### config.mk
export PLATFORM = sky130hd
export DESIGN_NAME = rtc_serial_port
export DESIGN_NICKNAME = d
export VERILOG_FILES = /design/src/rtl/rtc_serial_pkg.sv /design/src/rtl/rtc_serial_frame.sv /design/src/rtl/rtc_serial_nvram.sv /design/src/rtl/rtc_serial_tod.sv /design/src/rtl/rtc_serial_port.sv
export SDC_FILE = /design/constraint.sdc
export NUM_CORES = 1
export LEC_CHECK = 0
export ABC_AREA = 0
export ABC_CLOCK_PERIOD_IN_PS = 15700
export BUFFER_PORTS_ARGS = -buffer_cell sky130_fd_sc_hd__buf_2
export CORE_ASPECT_RATIO = 1.5
export CORE_UTILIZATION = 40
export DETAILED_ROUTE_END_ITERATION = 16
export SLEW_MARGIN = 40
export SYNTH_ARGS = -nofsm -noshare
export SYNTH_HDL_FRONTEND = slang
export SYNTH_HIERARCHICAL = 1
export SYNTH_SLANG_ARGS = --single-unit
### constraint.sdc
create_clock -name clk -period 15.7 [get_ports clk]
set_input_delay 2.355 -clock clk [delete_from_list [all_inputs] [get_ports clk]]
set_output_delay 2.355 -clock clk [all_outputs]
set_load 0.01 [all_outputs]
### src/rtl/rtc_serial_pkg.sv
package rtc_serial_pkg;

  localparam int unsigned RAM_BYTES = 32;
  localparam int unsigned RAM_AW    = $clog2(RAM_BYTES);
  localparam int unsigned FRAME_LEN = 16;
  localparam int unsigned PHASE_W   = $clog2(FRAME_LEN) + 1;

  typedef enum logic [2:0] {
    K_NONE,
    K_RAM_RD,
    K_TIME_RD,
    K_STAT_RD,
    K_CTRL_RD,
    K_RAM_WR,
    K_STAT_WR
  } cmd_kind_e;

  function automatic cmd_kind_e decode_cmd(input logic [7:0] c);
    cmd_kind_e k;
    if (c[7:5] == 3'b000)      k = K_RAM_RD;
    else if (c[7:4] == 4'h2)   k = K_TIME_RD;
    else if (c == 8'h30)       k = K_STAT_RD;
    else if (c == 8'h31)       k = K_CTRL_RD;
    else if (c[7:5] == 3'b100) k = K_RAM_WR;
    else if (c == 8'hB1)       k = K_STAT_WR;
    else                       k = K_NONE;
    return k;
  endfunction

  function automatic logic [7:0] ram_default(input int unsigned i);
    logic [7:0] r;
    r = 8'((i * 37) + 11);
    return r ^ 8'h3C;
  endfunction

  function automatic logic [7:0] to_bcd(input logic [7:0] v);
    logic [7:0] tens, ones;
    tens = v / 8'd10;
    ones = v - (tens * 8'd10);
    return (tens << 4) | ones;
  endfunction

endpackage

### src/rtl/rtc_serial_frame.sv
module rtc_serial_frame
  import rtc_serial_pkg::*;
(
  input  logic               clk,
  input  logic               rst_n,
  input  logic               en,
  input  logic               sclk,
  input  logic               sdata,
  output logic [PHASE_W-1:0] phase,
  output logic [7:0]         cmd,
  output logic [7:0]         val_nxt,
  output logic               data_evt,
  output logic               commit
);

  localparam logic [PHASE_W-1:0] LAST_PH = PHASE_W'(FRAME_LEN - 1);
  localparam int unsigned        HALF_B  = $clog2(FRAME_LEN / 2);

  logic               sclk_q;
  logic [PHASE_W-1:0] phase_q, phase_d;
  logic [7:0]         cmd_q, cmd_d;
  logic [6:0]         val_q, val_d;
  logic               take;
  logic               in_data;

  // accepted edge: falling serial clock, enable high, frame not yet complete
  assign take    = en & sclk_q & ~sclk & ~phase_q[PHASE_W-1];
  assign in_data = phase_q[HALF_B];

  always_comb begin
    phase_d = phase_q;
    cmd_d   = cmd_q;
    val_d   = val_q;
    if (!en) begin
      phase_d = '0;
      cmd_d   = '0;
      val_d   = '0;
    end else if (take) begin
      phase_d = phase_q + PHASE_W'(1);
      if (in_data) val_d = {val_q[5:0], sdata};
      else         cmd_d = {cmd_q[6:0], sdata};
    end
  end

  always_ff @(posedge clk or negedge rst_n) begin
    if (!rst_n) begin
      sclk_q  <= 1'b0;
      phase_q <= '0;
      cmd_q   <= '0;
      val_q   <= '0;
    end else begin
      sclk_q  <= sclk;
      phase_q <= phase_d;
      cmd_q   <= cmd_d;
      val_q   <= val_d;
    end
  end

  assign phase    = phase_q;
  assign cmd      = cmd_q;
  assign val_nxt  = {val_q, sdata};
  assign data_evt = take & in_data;
  assign commit   = take & (phase_q == LAST_PH);

endmodule

### src/rtl/rtc_serial_nvram.sv
module rtc_serial_nvram
  import rtc_serial_pkg::*;
(
  input  logic              clk,
  input  logic              rst_n,
  input  logic              we,
  input  logic [RAM_AW-1:0] addr,
  input  logic [7:0]        wdata,
  output logic [7:0]        rdata
);

  logic [7:0] mem_q [RAM_BYTES];

  for (genvar g = 0; g < RAM_BYTES; g++) begin : g_byte
    logic hit;
    assign hit = we & (addr == RAM_AW'(g));
    always_ff @(posedge clk or negedge rst_n) begin
      if (!rst_n)   mem_q[g] <= ram_default(g);
      else if (hit) mem_q[g] <= wdata;
    end
  end

  assign rdata = mem_q[addr];

endmodule

### src/rtl/rtc_serial_tod.sv
module rtc_serial_tod
  import rtc_serial_pkg::*;
(
  input  logic [3:0] sel,
  input  logic [5:0] tod_sec,
  input  logic [5:0] tod_min,
  input  logic [4:0] tod_hour,
  input  logic [4:0] tod_mday,
  input  logic [3:0] tod_mon,
  input  logic [7:0] tod_year,
  output logic [7:0] bcd
);

  logic [7:0] yr_off;
  assign yr_off = tod_year - 8'd100;

  always_comb begin
    unique case (sel)
      4'h0:    bcd = to_bcd({2'b00, tod_sec});
      4'h1:    bcd = to_bcd({2'b00, tod_min});
      4'h2:    bcd = to_bcd({3'b000, tod_hour});
      4'h4:    bcd = to_bcd({3'b000, tod_mday});
      4'h5:    bcd = to_bcd({4'h0, tod_mon});
      4'h6:    bcd = to_bcd(yr_off);
      default: bcd = 8'h00;
    endcase
  end

endmodule

### src/rtl/rtc_serial_port.sv
module rtc_serial_port
  import rtc_serial_pkg::*;
#(
  parameter logic [7:0] STATUS_INIT = 8'h90,
  parameter logic [7:0] CTRL_INIT   = 8'h00
) (
  input  logic       clk,
  input  logic       rst_n,
  input  logic [2:0] ctl_i,
  input  logic [5:0] tod_sec,
  input  logic [5:0] tod_min,
  input  logic [4:0] tod_hour,
  input  logic [4:0] tod_mday,
  input  logic [3:0] tod_mon,
  input  logic [7:0] tod_year,
  output logic       rd_bit,
  output logic       clr_irq
);

  localparam logic [7:0] PF_MASK = 8'h18;

  logic [1:0] rs_q;
  logic       rst_sn;

  always_ff @(posedge clk or negedge rst_n) begin
    if (!rst_n) rs_q <= 2'b00;
    else        rs_q <= {rs_q[0], 1'b1};
  end
  assign rst_sn = rs_q[1];

  logic               en;
  logic [PHASE_W-1:0] phase;
  logic [7:0]         cmd, val_nxt;
  logic               data_evt, commit;
  cmd_kind_e          kind;

  assign en = ctl_i[0];

  rtc_serial_frame u_frame (
    .clk      (clk),
    .rst_n    (rst_sn),
    .en       (en),
    .sclk     (ctl_i[1]),
    .sdata    (ctl_i[2]),
    .phase    (phase),
    .cmd      (cmd),
    .val_nxt  (val_nxt),
    .data_evt (data_evt),
    .commit   (commit)
  );

  assign kind = decode_cmd(cmd);

  logic       ram_we;
  logic [7:0] ram_rd, tod_rd;

  assign ram_we = commit & (kind == K_RAM_WR);

  rtc_serial_nvram u_nvram (
    .clk   (clk),
    .rst_n (rst_sn),
    .we    (ram_we),
    .addr  (cmd[RAM_AW-1:0]),
    .wdata (val_nxt),
    .rdata (ram_rd)
  );

  rtc_serial_tod u_tod (
    .sel      (cmd[3:0]),
    .tod_sec  (tod_sec),
    .tod_min  (tod_min),
    .tod_hour (tod_hour),
    .tod_mday (tod_mday),
    .tod_mon  (tod_mon),
    .tod_year (tod_year),
    .bcd      (tod_rd)
  );

  logic [7:0] status_q, status_d;
  logic [7:0] src_byte;
  logic       sel_bit;
  logic       rd_q, rd_d;
  logic       clr_q, stat_clr;

  always_comb begin
    unique case (kind)
      K_RAM_RD:  src_byte = ram_rd;
      K_TIME_RD: src_byte = tod_rd;
      K_STAT_RD: src_byte = status_q;
      K_CTRL_RD: src_byte = CTRL_INIT;
      default:   src_byte = 8'h00;
    endcase
  end

  // data phase k (k = phase - 8) returns bit 7-k
  assign sel_bit  = src_byte[~phase[2:0]];
  assign stat_clr = commit & (kind == K_STAT_WR) & val_nxt[2];

  always_comb begin
    rd_d     = rd_q;
    status_d = status_q;
    if (!en)           rd_d = 1'b0;
    else if (data_evt) rd_d = sel_bit;
    if (stat_clr)      status_d = status_q & ~PF_MASK;
  end

  always_ff @(posedge clk or negedge rst_sn) begin
    if (!rst_sn) begin
      rd_q     <= 1'b0;
      clr_q    <= 1'b0;
      status_q <= STATUS_INIT;
    end else begin
      rd_q     <= rd_d;
      clr_q    <= stat_clr;
      status_q <= status_d;
    end
  end

  assign rd_bit  = rd_q;
  assign clr_irq = clr_q;

endmodule

# After elaboration in Yosys (flattened, before gate mapping)
# Cells that the tools add are included.
# totals
register_bits	282
word_cells	191
n_memories	0
ram_bits	0
input_bits	39
mem_bits_ro	0
latch_bits	0
output_inout_bits	2
# op_classes
n_shift	0
n_mux	23
n_reduce_logical	5
multipliers	6
bitwise_logic	50
add_sub_neg	8
div_mod_pow	6
eq_ne	51
magnitude_cmp	2
# ops
cell	count
$eq A5 B5 Y1 const B	16
$mul A8 B3 Y7 const B	6
$or A8 B8 Y8	6
$pmux W8 S6	1
$eq A5 B4 Y1 const B	9
$and A1 B1 Y1	40
$bmux W8 S5	1
$mux W8	5
$pmux W8 S3	1
$mux W7	3
$eq A5 B3 Y1 const B	4
$mux W3	6
$div A5 B4 Y8 const B	2
$div A6 B4 Y8 const B	2
$eq A8 B6 Y1 const B	2
$sub A5 B8 Y8	2
$sub A6 B8 Y8	2
$eq A4 B3 Y1 const B	3
$eq A5 B2 Y1 const B	2
$mux W5	2
$eq A3 B3 Y1 const B	3
$div A4 B4 Y8 const B	1
$div A8 B4 Y8 const B	1
$eq A4 B2 Y1 const B	2
22 further kinds	29

# Depth between registers and ports, before layout
# Gate-level depths: netlist (run 1).
# depth
ltp_word	13
depth_mapped	28
depth_no_buf	27

# Hierarchy
# The synthesis (run 1) kept the hierarchy.
# modules_own_cells
module	seq_area_each_um2	area_per_inst_um2	cells_per_inst	n_inst
rtc_serial_nvram	6565.0	12177.9	833	1
rtc_serial_tod	0.0	2646.3	371	1
rtc_serial_frame	525.5	964.7	96	1
rtc_serial_port	126.4	518.0	59	1

# Least setup slack after synthesis (run 1)
# OpenSTA, ideal clock, no wires.
# synth_timing
path_kind	in2reg
from	input port tod_year[2]
to	register rd_q (netlist: rd_bit)
n_path_buf	1
path_stages	26
required_time_ns	15.574
t_arrival_ns	7.229
setup_slack_ns	8.345
setup_time_ns	0.126
cell_sequence	buf_6 > inv_1 > ha_1 > and2b_2 > o21ai_0 > a2111oi_4 > or3_4 > nand2_1 > o221ai_2 > or3_4 > ha_1 > inv_1 > ha_1 > a21o_1 > a21oi_1 > nand2_1 > a21o_1 > a21oi_1 > xnor2_1 > o21ai_0 > nand2_1 > or2_0 > mux4_2 > nand4_1 > o21ai_1 > a221o_1
# synth_between
elab_chain_len	11
# synth_rtl
element	line_no	source
start: declaration	rtc_serial_port.sv:15	input logic [7:0] tod_year,
$sub A8 B7 Y8 *	rtc_serial_tod.sv:15	assign yr_off = tod_year - 8'd100;
$div A8 B4 Y8	rtc_serial_pkg.sv:38	tens = v / 8'd10;
$mul A8 B3 Y7	rtc_serial_pkg.sv:39	ones = v - (tens * 8'd10);
$sub A8 B8 Y8	rtc_serial_pkg.sv:39	
$or A8 B8 Y8 *	rtc_serial_pkg.sv:40	return (tens << 4) | ones;
$pmux W8 S6 *	rtc_serial_tod.sv:18	unique case (sel)
via tod_rd[7]	rtc_serial_port.sv:55	logic [7:0] ram_rd, tod_rd;
$pmux W8 S3 *	rtc_serial_port.sv:86	unique case (kind)
$bmux W1 S3 *	rtc_serial_port.sv:96	assign sel_bit = src_byte[~phase[2:0]];
$mux W1 (implied by the code) *	rtc_serial_port.sv:96	
$mux W1 *	rtc_serial_port.sv:103	else if (data_evt) rd_d = sel_bit;
$mux W1 *	rtc_serial_port.sv:102	if (!en) rd_d = 1'b0;
end signal: assignment	rtc_serial_port.sv:113	rd_q <= rd_d;
end: declaration	rtc_serial_port.sv:82	logic rd_q, rd_d;
# Mark *: on every way through the listed nets, which the timed path passes. The rest lies on a longest branch. The select of a mux whose other input is x is not followed.
# A chain may end at the register's enable or synchronous reset.

# Worst setup path in the final report (run 1)
# Ends and elaborated chain as after synthesis.

==> summary.txt, run 1 <==
Die
  – # IOs: 41
  – Die area: 41590 µm²
  – Die H: between 200 and 250 µm
  – Core ar.: 40200 µm²
  – Initial core utilization: 0.4056
  – Die Wd: about 170 µm
  – Row cnt: 90

Synthesis
  – Number of synthesized flops with an enable pin: 0
  – Post-synth ARST share: 1.000
  – Yosys reg bits: around 280
  – Post-synthesis sequential area ratio: 0.4426
  – Simple-gate share of the synthesized area: 0.1037
  – Mux contribution to synthesized area: 0.2689
  – Post-Synth XOR/XNOR Area: 0.01289
  – Compound-Gate Fraction of Synth Area: 0.08785
  – Synthesized Nets: approximately 1500
  – Yosys warns: 6
  – Adder-Cell Fraction of Synth Area: 0.04473
  – Netlist cell types: 95
  – Mapped Avg Cell Area: approximately 12 µm²
  – Largest family of logic cells by synthesized area: multiplexers
  – Top FF cell, synth: dfrtp_1
  – Post-synthesis cell area: about 16000 µm²
  – Post-Syn Instances: ~1400

STA
  – Final Hold Fails: 0
  – Final Critical Period: between 7000 and 8000 ps
  – Post-route setup TNS: 0 ps
  – Slew HR: 0.4176
  – Final number of max-transition violations: 0
  – Worst-Margin Slew: 868.8 ps
  – Skew final: between 15 and 20 ps
  – Fmax: roughly 130 MHz
  – Fin crit share: 0.4855
  – Unrepaired setup endpoints after global routing: false
  – Final Setup Violations: 0

Final layout
  – Flip-flop and latch area: around 7200 µm²
  – Multi-input logic area: 8462 µm²
  – Diodes inserted: 0
  – Layout cells sized above 1: 0.4300
  – Area Overhead vs Synth: 9.882%
  – Final net count: between 1000 and 1500
  – Fin cells: ~1900
  – Fill count: 3674

GRT
  – Largest net degree at the start of global routing: about 110
  – Tot GR Track Use: 0.1976
  – Antenna violations before repair: 0
  – Vias in the first global route: ~11000
  – Global-route wire length before repair: 63920 µm
  – Total gr overflow: 0

Hold path
  – Worst hold path class: flip-flop to asynchronous set/reset pin

Pwr
  – Leak pwr: 0.007704 µW
  – Pwr per Cell Area: ~94 nW/µm²
  – Comb pwr share: 0.123
  – Maximum vdd drop: roughly 0.059 mV
  – Switching share of power: 0.2458
  – Psw: 413.9 µW
  – Clk pwr share: 0.440
  – Sequential Power Share: 0.436
  – Cell-internal power: 1270 µW

Detailed routing
  – Via count: roughly 11000
  – Antenna Nets Post-Route: 0
  – Drt pass-1 iters: 6
  – Routed len/inst: ~21 µm
  – Routed Wire Length: roughly 41000 µm
  – Avg Vias per Cell: 5.683
  – Starting DRT DRC Count: roughly 640
  – DR DRC count: 0

Place
  – Detailed Place HPWL: 27970 µm
  – PortBufs: 40
  – Cells after DPL: between 1500 and 2000
  – Routability congestion estimate: between 0.8 and 0.9

Clocking
  – TritonCTS sink count: between 200 and 300
  – Number of gates resized after cts: 0
  – Hold_buf cts: 0
  – CTS Buffer Depth: 3
  – Clock Latency Late Sink: about 560 ps
  – Root Buffer: clkbuf_16
  – Clk pin slew, worst setup/hold paths: approximately 70 ps
  – Number of buffers created by CTS: 28
  – Postcts setup bufs: 0
  – Clock H-tree levels: 1
  – CTS tree: yes

Run status
  – Status: completed

Setup path
  – Worst R2R Start: u_frame/cmd[1]
  – Worst setup EP type: flip-flop
  – Worst Setup SP: tod_year[2]
  – Worst Setup Start Kind: input port
  – Reg-to-reg critical path endpoint: rd_bit
  – Worst R2R Path Depth: 12
  – FF-to-FF setup slack: around 11000 ps
  – Worst Path Arrival: 8060 ps
  – Worst Setup Path Type: input port to flip-flop
  – Crit path max fanout: 13
  – CP required: about 16000 ps

Flow run
  – Total of max-cap violations: 0
critical path, cell delays in order:
cell	delay, ps
buf_2	250
inv_1	180
ha_1	340
xnor2_2	470
inv_1	280
nand2_1	120
a21oi_1	70
o211ai_1	320
nand3_2	170
inv_2	150
maj3_2	220
o211ai_1	100
ha_1	290
ha_1	280
inv_1	40
ha_1	290
a21oi_1	250
nand2_1	80
a21o_1	200
a21oi_1	170
xnor2_1	70
o21ai_0	160
nand2_1	70
or2_0	220
mux4_2	460
nand4_1	100
o21ai_1	60
a221o_1	290
layout by cell type, fill, tap and decap left out, types with 10 or more instances in the layout:
cell | Yosys | routed
mux4_2 | 38 | 38
inv_1 | 50 | 50
a21oi_1 | 36 | 36
buf_2 | 21 | 40
o22ai_1 | 12 | 12
nor3_1 | 10 | 10
nand2_1 | 71 | 71
nor2_2 | 11 | 11
dfrtp_1 | 154 | 148
nand2b_1 | 24 | 24
o21ai_0 | 45 | 45
ha_1 | 47 | 47
dfstp_2 | 128 | 128
buf_4 | 15 | 13
mux2_2 | 273 | 273
clkbuf_16 | 0 | 29
mux2i_1 | 42 | 42
nand3_1 | 31 | 31
xnor2_1 | 13 | 12
xor2_1 | 11 | 11
nor2b_1 | 25 | 24
nor2_1 | 57 | 57
sequential cells by signal, indices dropped and copies added (netlist names):
signal	count
u_nvram/mem_q	256
u_frame/cmd	8
u_frame/val_q	7
u_frame/phase	5
rs_q	2
clr_irq	1
rd_bit	1
status_q	1
u_frame/sclk_q	1
through the flow:
stage | power, µW | worst slack, ps | hold WS, ps | util | cell area (µm²)
finish | 1684 | 8078 | 330.4 | 0.4457 | 17920
global route | 1755 | 7504 | 358.5 | 0.4457 | 17920
CTS | 1704 | 7791 | 354.8 | 0.4455 | 17910
detailed placement | 954.2 | 7226 | 339.7 | 0.4195 | 16870
global placement | 950.9 | 7294 | 336.4 | 0.4187 | 16830
floorplan | 898.8 | 7483 | 331.2 | - | 16310
kinds of logic after synthesis:
family                     count (synthesis)
AOI/OAI and AO/OA                        204
and+or+nand+nor                          304
DFF                                      282
xor gates and xnor gates                  24
adders and majority gates                 55
buffers and inverters                    133
other                                      1
muxes                                    356
routing by layer:
metal	wire length (µm)	GRT usage
met1	15470	0.2199
met2	22380	0.3787
met3	1160	0.01716
met4	1545	0.08439
met5	0	0
cell usage after synthesis (all sizes together), types with 10 or more instances:
master	n	area, µm²
mux2	276	3108
nand2	72	272.8
nand2b	24	150.1
nor2	71	316.6
xnor2	13	113.9
o21ai	46	230.2
nand4	10	68.81
o22ai	12	75.07
clkbuf	36	135.1
or3	11	78.82
inv	51	191.4
xor2	11	96.34
nor3	14	96.35
mux2i	42	420.4
nand3	35	195.2
nor2b	25	156.4
buf	45	307.8
mux4	38	855.8
a21o	10	76.32
dfrtp	154	3854
ha	47	588.1
dfstp	128	3363
a21oi	36	180.2
cell type report:
| type | count | share of cell area |
|---|---|---|
| clock buffer | 39 | 0.04706 |
| multi-input combinational | 944 | 0.4722 |
| sequential | 282 | 0.4035 |
| inverter | 52 | 0.01089 |
| tap | 506 | 0.03533 |
| timing repair buffer | 56 | 0.01990 |
| clock inverter | 13 | 0.01110 |
power groups by stage:
| stage | Clock (µW) | Combinational [µW] | Sequential, µW |
|---|---|---|---|
| after floorplan | 0 | 147 | 752 |
| after global placement | 0 | 204 | 747 |
| after detailed placement | 0 | 207 | 747 |
| after CTS | 760 | 209 | 735 |
| after global routing | 788 | 232 | 735 |
| final | 741 | 208 | 734 |
worst max-delay path by stage:
stage,end,cells past startpoint
after floorplan,clr_irq,0
after global placement,rd_bit,27
after detailed placement,rd_bit,28
after CTS,rd_bit,28
after global routing,rd_bit,28
final,rd_bit,28
Note: power is estimated with default switching activity, not from simulation.
==> run 2, diff against run 1 <==
ABC_CLOCK_PERIOD_IN_PS = 7100   (was 15700)
clock period = 7.1 ns   (was 15.7 ns; I/O delays follow)
==> summary.txt, run 2 (same netlist as run 1, synthesis figures left out) <==
Clocking
  – Root Buffer: clkbuf_16
  – Hold_buf cts: 0 (unchanged)
  – CTS Buffer Depth: 3 (unchanged)
  – TritonCTS sink count: 282 (unchanged)
  – CTS tree: yes
  – Postcts setup bufs: 0 (unchanged)
  – Clock Latency Late Sink: 540 ps (-20 ps)
  – Number of buffers created by CTS: 26 (-7.1%)
  – Clock H-tree levels: 1 (unchanged)
  – Clk pin slew, worst setup/hold paths: 70 ps (about the same)
  – Number of gates resized after cts: 0 (unchanged)

Detailed routing
  – Via count: 10740 (-0.093%)
  – Routed len/inst: 21.53 µm (+0.44%)
  – Antenna Nets Post-Route: 0 (unchanged)
  – Starting DRT DRC Count: 537 (-15%)
  – DR DRC count: 0 (unchanged)
  – Routed Wire Length: 40780 µm (+0.54%)
  – Avg Vias per Cell: 5.672 (-0.20%)
  – Drt pass-1 iters: 5 (-1)

Die
  – Core ar.: 40200 µm² (unchanged)
  – Die Wd: 166.9 µm (unchanged)
  – # IOs: 41 (unchanged)
  – Row cnt: 90 (unchanged)
  – Die H: 249.3 µm (unchanged)
  – Die area: 41590 µm² (unchanged)
  – Initial core utilization: 0.4056 (unchanged)

GRT
  – Total gr overflow: 0 (unchanged)
  – Largest net degree at the start of global routing: 77 (-28%)
  – Vias in the first global route: 11430 (+2.2%)
  – Antenna violations before repair: 0 (unchanged)
  – Global-route wire length before repair: 64900 µm (+1.5%)
  – Tot GR Track Use: 0.1993 (+0.001741)

Place
  – Dpl cell area: 16900 µm² (+0.18%)
  – PortBufs: 40 (unchanged)
  – Detailed Place HPWL: 28330 µm (+1.3%)
  – Routability congestion estimate: 0.8888 (+1.4%)

STA
  – Fin crit share: 0.8786
  – Post-route setup TNS: 0 ps (unchanged)
  – Slew HR: 0.4454 (+0.02773)
  – Unrepaired setup endpoints after global routing: false
  – Skew final: 16.86 ps (-1.577 ps)
  – Final Hold Fails: 0 (unchanged)
  – Final Critical Period: around 6200 ps
  – Worst Hold Margin: 251.6 ps (-78.87 ps)
  – Final Setup Violations: 0 (unchanged)
  – Worst-Margin Slew: 830.2 ps (-38.57 ps)
  – Final number of max-transition violations: 0 (unchanged)
  – Fmax: ~160 MHz

Final layout
  – Most common cell after layout, fill and taps aside: mux2_2
  – Final Util: 0.4436 (-0.002117)
  – Max reg flops: 256 (unchanged)
  – Biggest register: u_nvram/mem_q
  – Diodes inserted: 0 (unchanged)
  – Final net count: 1460 (+0.27%)
  – Design area: 17830 µm² (-0.47%)
  – Most frequent cells in the layout: mux2_2 (273), dfrtp_1 (148), dfstp_2 (128), nand2_1 (71), nor2_1 (57)
  – Layout cells sized above 1: 0.4265 (-0.003501)
  – Area Overhead vs Synth: 9.361%

Pwr
  – Sequential Power Share: 0.454 (+0.018)
  – Comb pwr share: 0.129 (+0.006)
  – Pwr per Cell Area: 200.3 nW/µm² (+110%)
  – Switching share of power: 0.2469 (+0.001123)
  – Clk pwr share: 0.417 (-0.023)
  – Leak pwr: 0.007684 µW (-0.25%)
  – Cell-internal power: 2690 µW (+110%)
  – Psw: 882.0 µW (+110%)
  – Maximum vdd drop: 0.1151 mV (+95%)

Run status
  – Status: completed

Setup path
  – Worst Path Arrival: 6670 ps (-1390 ps)
  – Worst Setup Path Type: input port to flip-flop
  – Worst R2R Path Depth: 10 (-2)
  – Worst setup EP type: flip-flop
  – Crit path max fanout: 13 (unchanged)
  – CP required: 7530 ps (-8610 ps)
  – Worst Setup Start Kind: input port

Flow run
  – Total of max-cap violations: 0 (unchanged)

Hold path
  – Worst hold path class: flip-flop to asynchronous set/reset pin
[run 2: changes by cell type in the layout (fill, tap and decap cells not counted), moves of 2 or more]
cell and delta:
clkbuf_16 -2, clkinv_2 -2, bufinv_16 -2, buf_4 +5
clkbuf_1 +5, clkinvlp_4 -2
[run 2: final timing paths]
check / startpoint / to / slack [ps]
min: rs_q[1] / u_nvram/mem_q[205] / 250
max reg2reg: u_frame/phase[0] / u_nvram/mem_q[130] / 3130
max: tod_year[2] / rd_bit / 860
max in group asynchronous: rs_q[1] / u_nvram/mem_q[88] / 5520
min reg2reg: rs_q[1] / u_nvram/mem_q[205] / 250
min in group clk: rs_q[0] / rs_q[1] / 350
[run 2: area by class of cell]
class / instances / area (µm²)
Clock buffer: 42 / 812.0
Clock inverter: 6 / 105.1
Tap cell: 506 / 633.1
Multi-Input combinational cell: 944 / 8461
Sequential cell: 282 / 7229
Timing Repair Buffer: 62 / 397.9
Inverter: 52 / 195.2
Fill cell: 3701 / 22370
[run 2: metrics by stage]
stage	power, µW	cells	setup slack, ps
floorplan	1988	1359	1035
global placement	2101	1843	444.7
detailed placement	2109	1845	340.1
CTS	3613	1893	890.1
global route	3726	1894	396.6
finish	3572	1894	862.1
[run 2: worst max-delay path: stages]
cell	delay, ps
buf_2	260
inv_1	180
ha_1	330
and2b_2	250
o21ai_0	340
a2111oi_4	140
or3_4	390
nand2_1	160
o221ai_2	120
or3_4	420
ha_1	300
inv_1	50
ha_1	310
o21a_1	130
o21ai_0	250
nand2b_1	100
maj3_1	380
xor2_1	150
o21ai_0	160
nand4_1	110
nor2b_1	150
mux4_2	480
nand4_1	100
o21ai_1	70
a221o_1	290
[run 2: power by group through the flow]
stage | clock network (µW) | registers (µW) | logic, µW
floorplan | 0 | 1660 | 325
finish | 1490 | 1620 | 460
global placement | 0 | 1650 | 447
CTS | 1530 | 1620 | 463
global route | 1590 | 1620 | 514
detailed placement | 0 | 1650 | 459
[run 2: metal layers]
layer	wire length (µm)	vias up	track usage
met5	0	-	0
met4	1386	0	0.07222
li1	-	4993	-
met2	22450	179	0.3895
met3	1003	60	0.01462
met1	15940	5510	0.2222
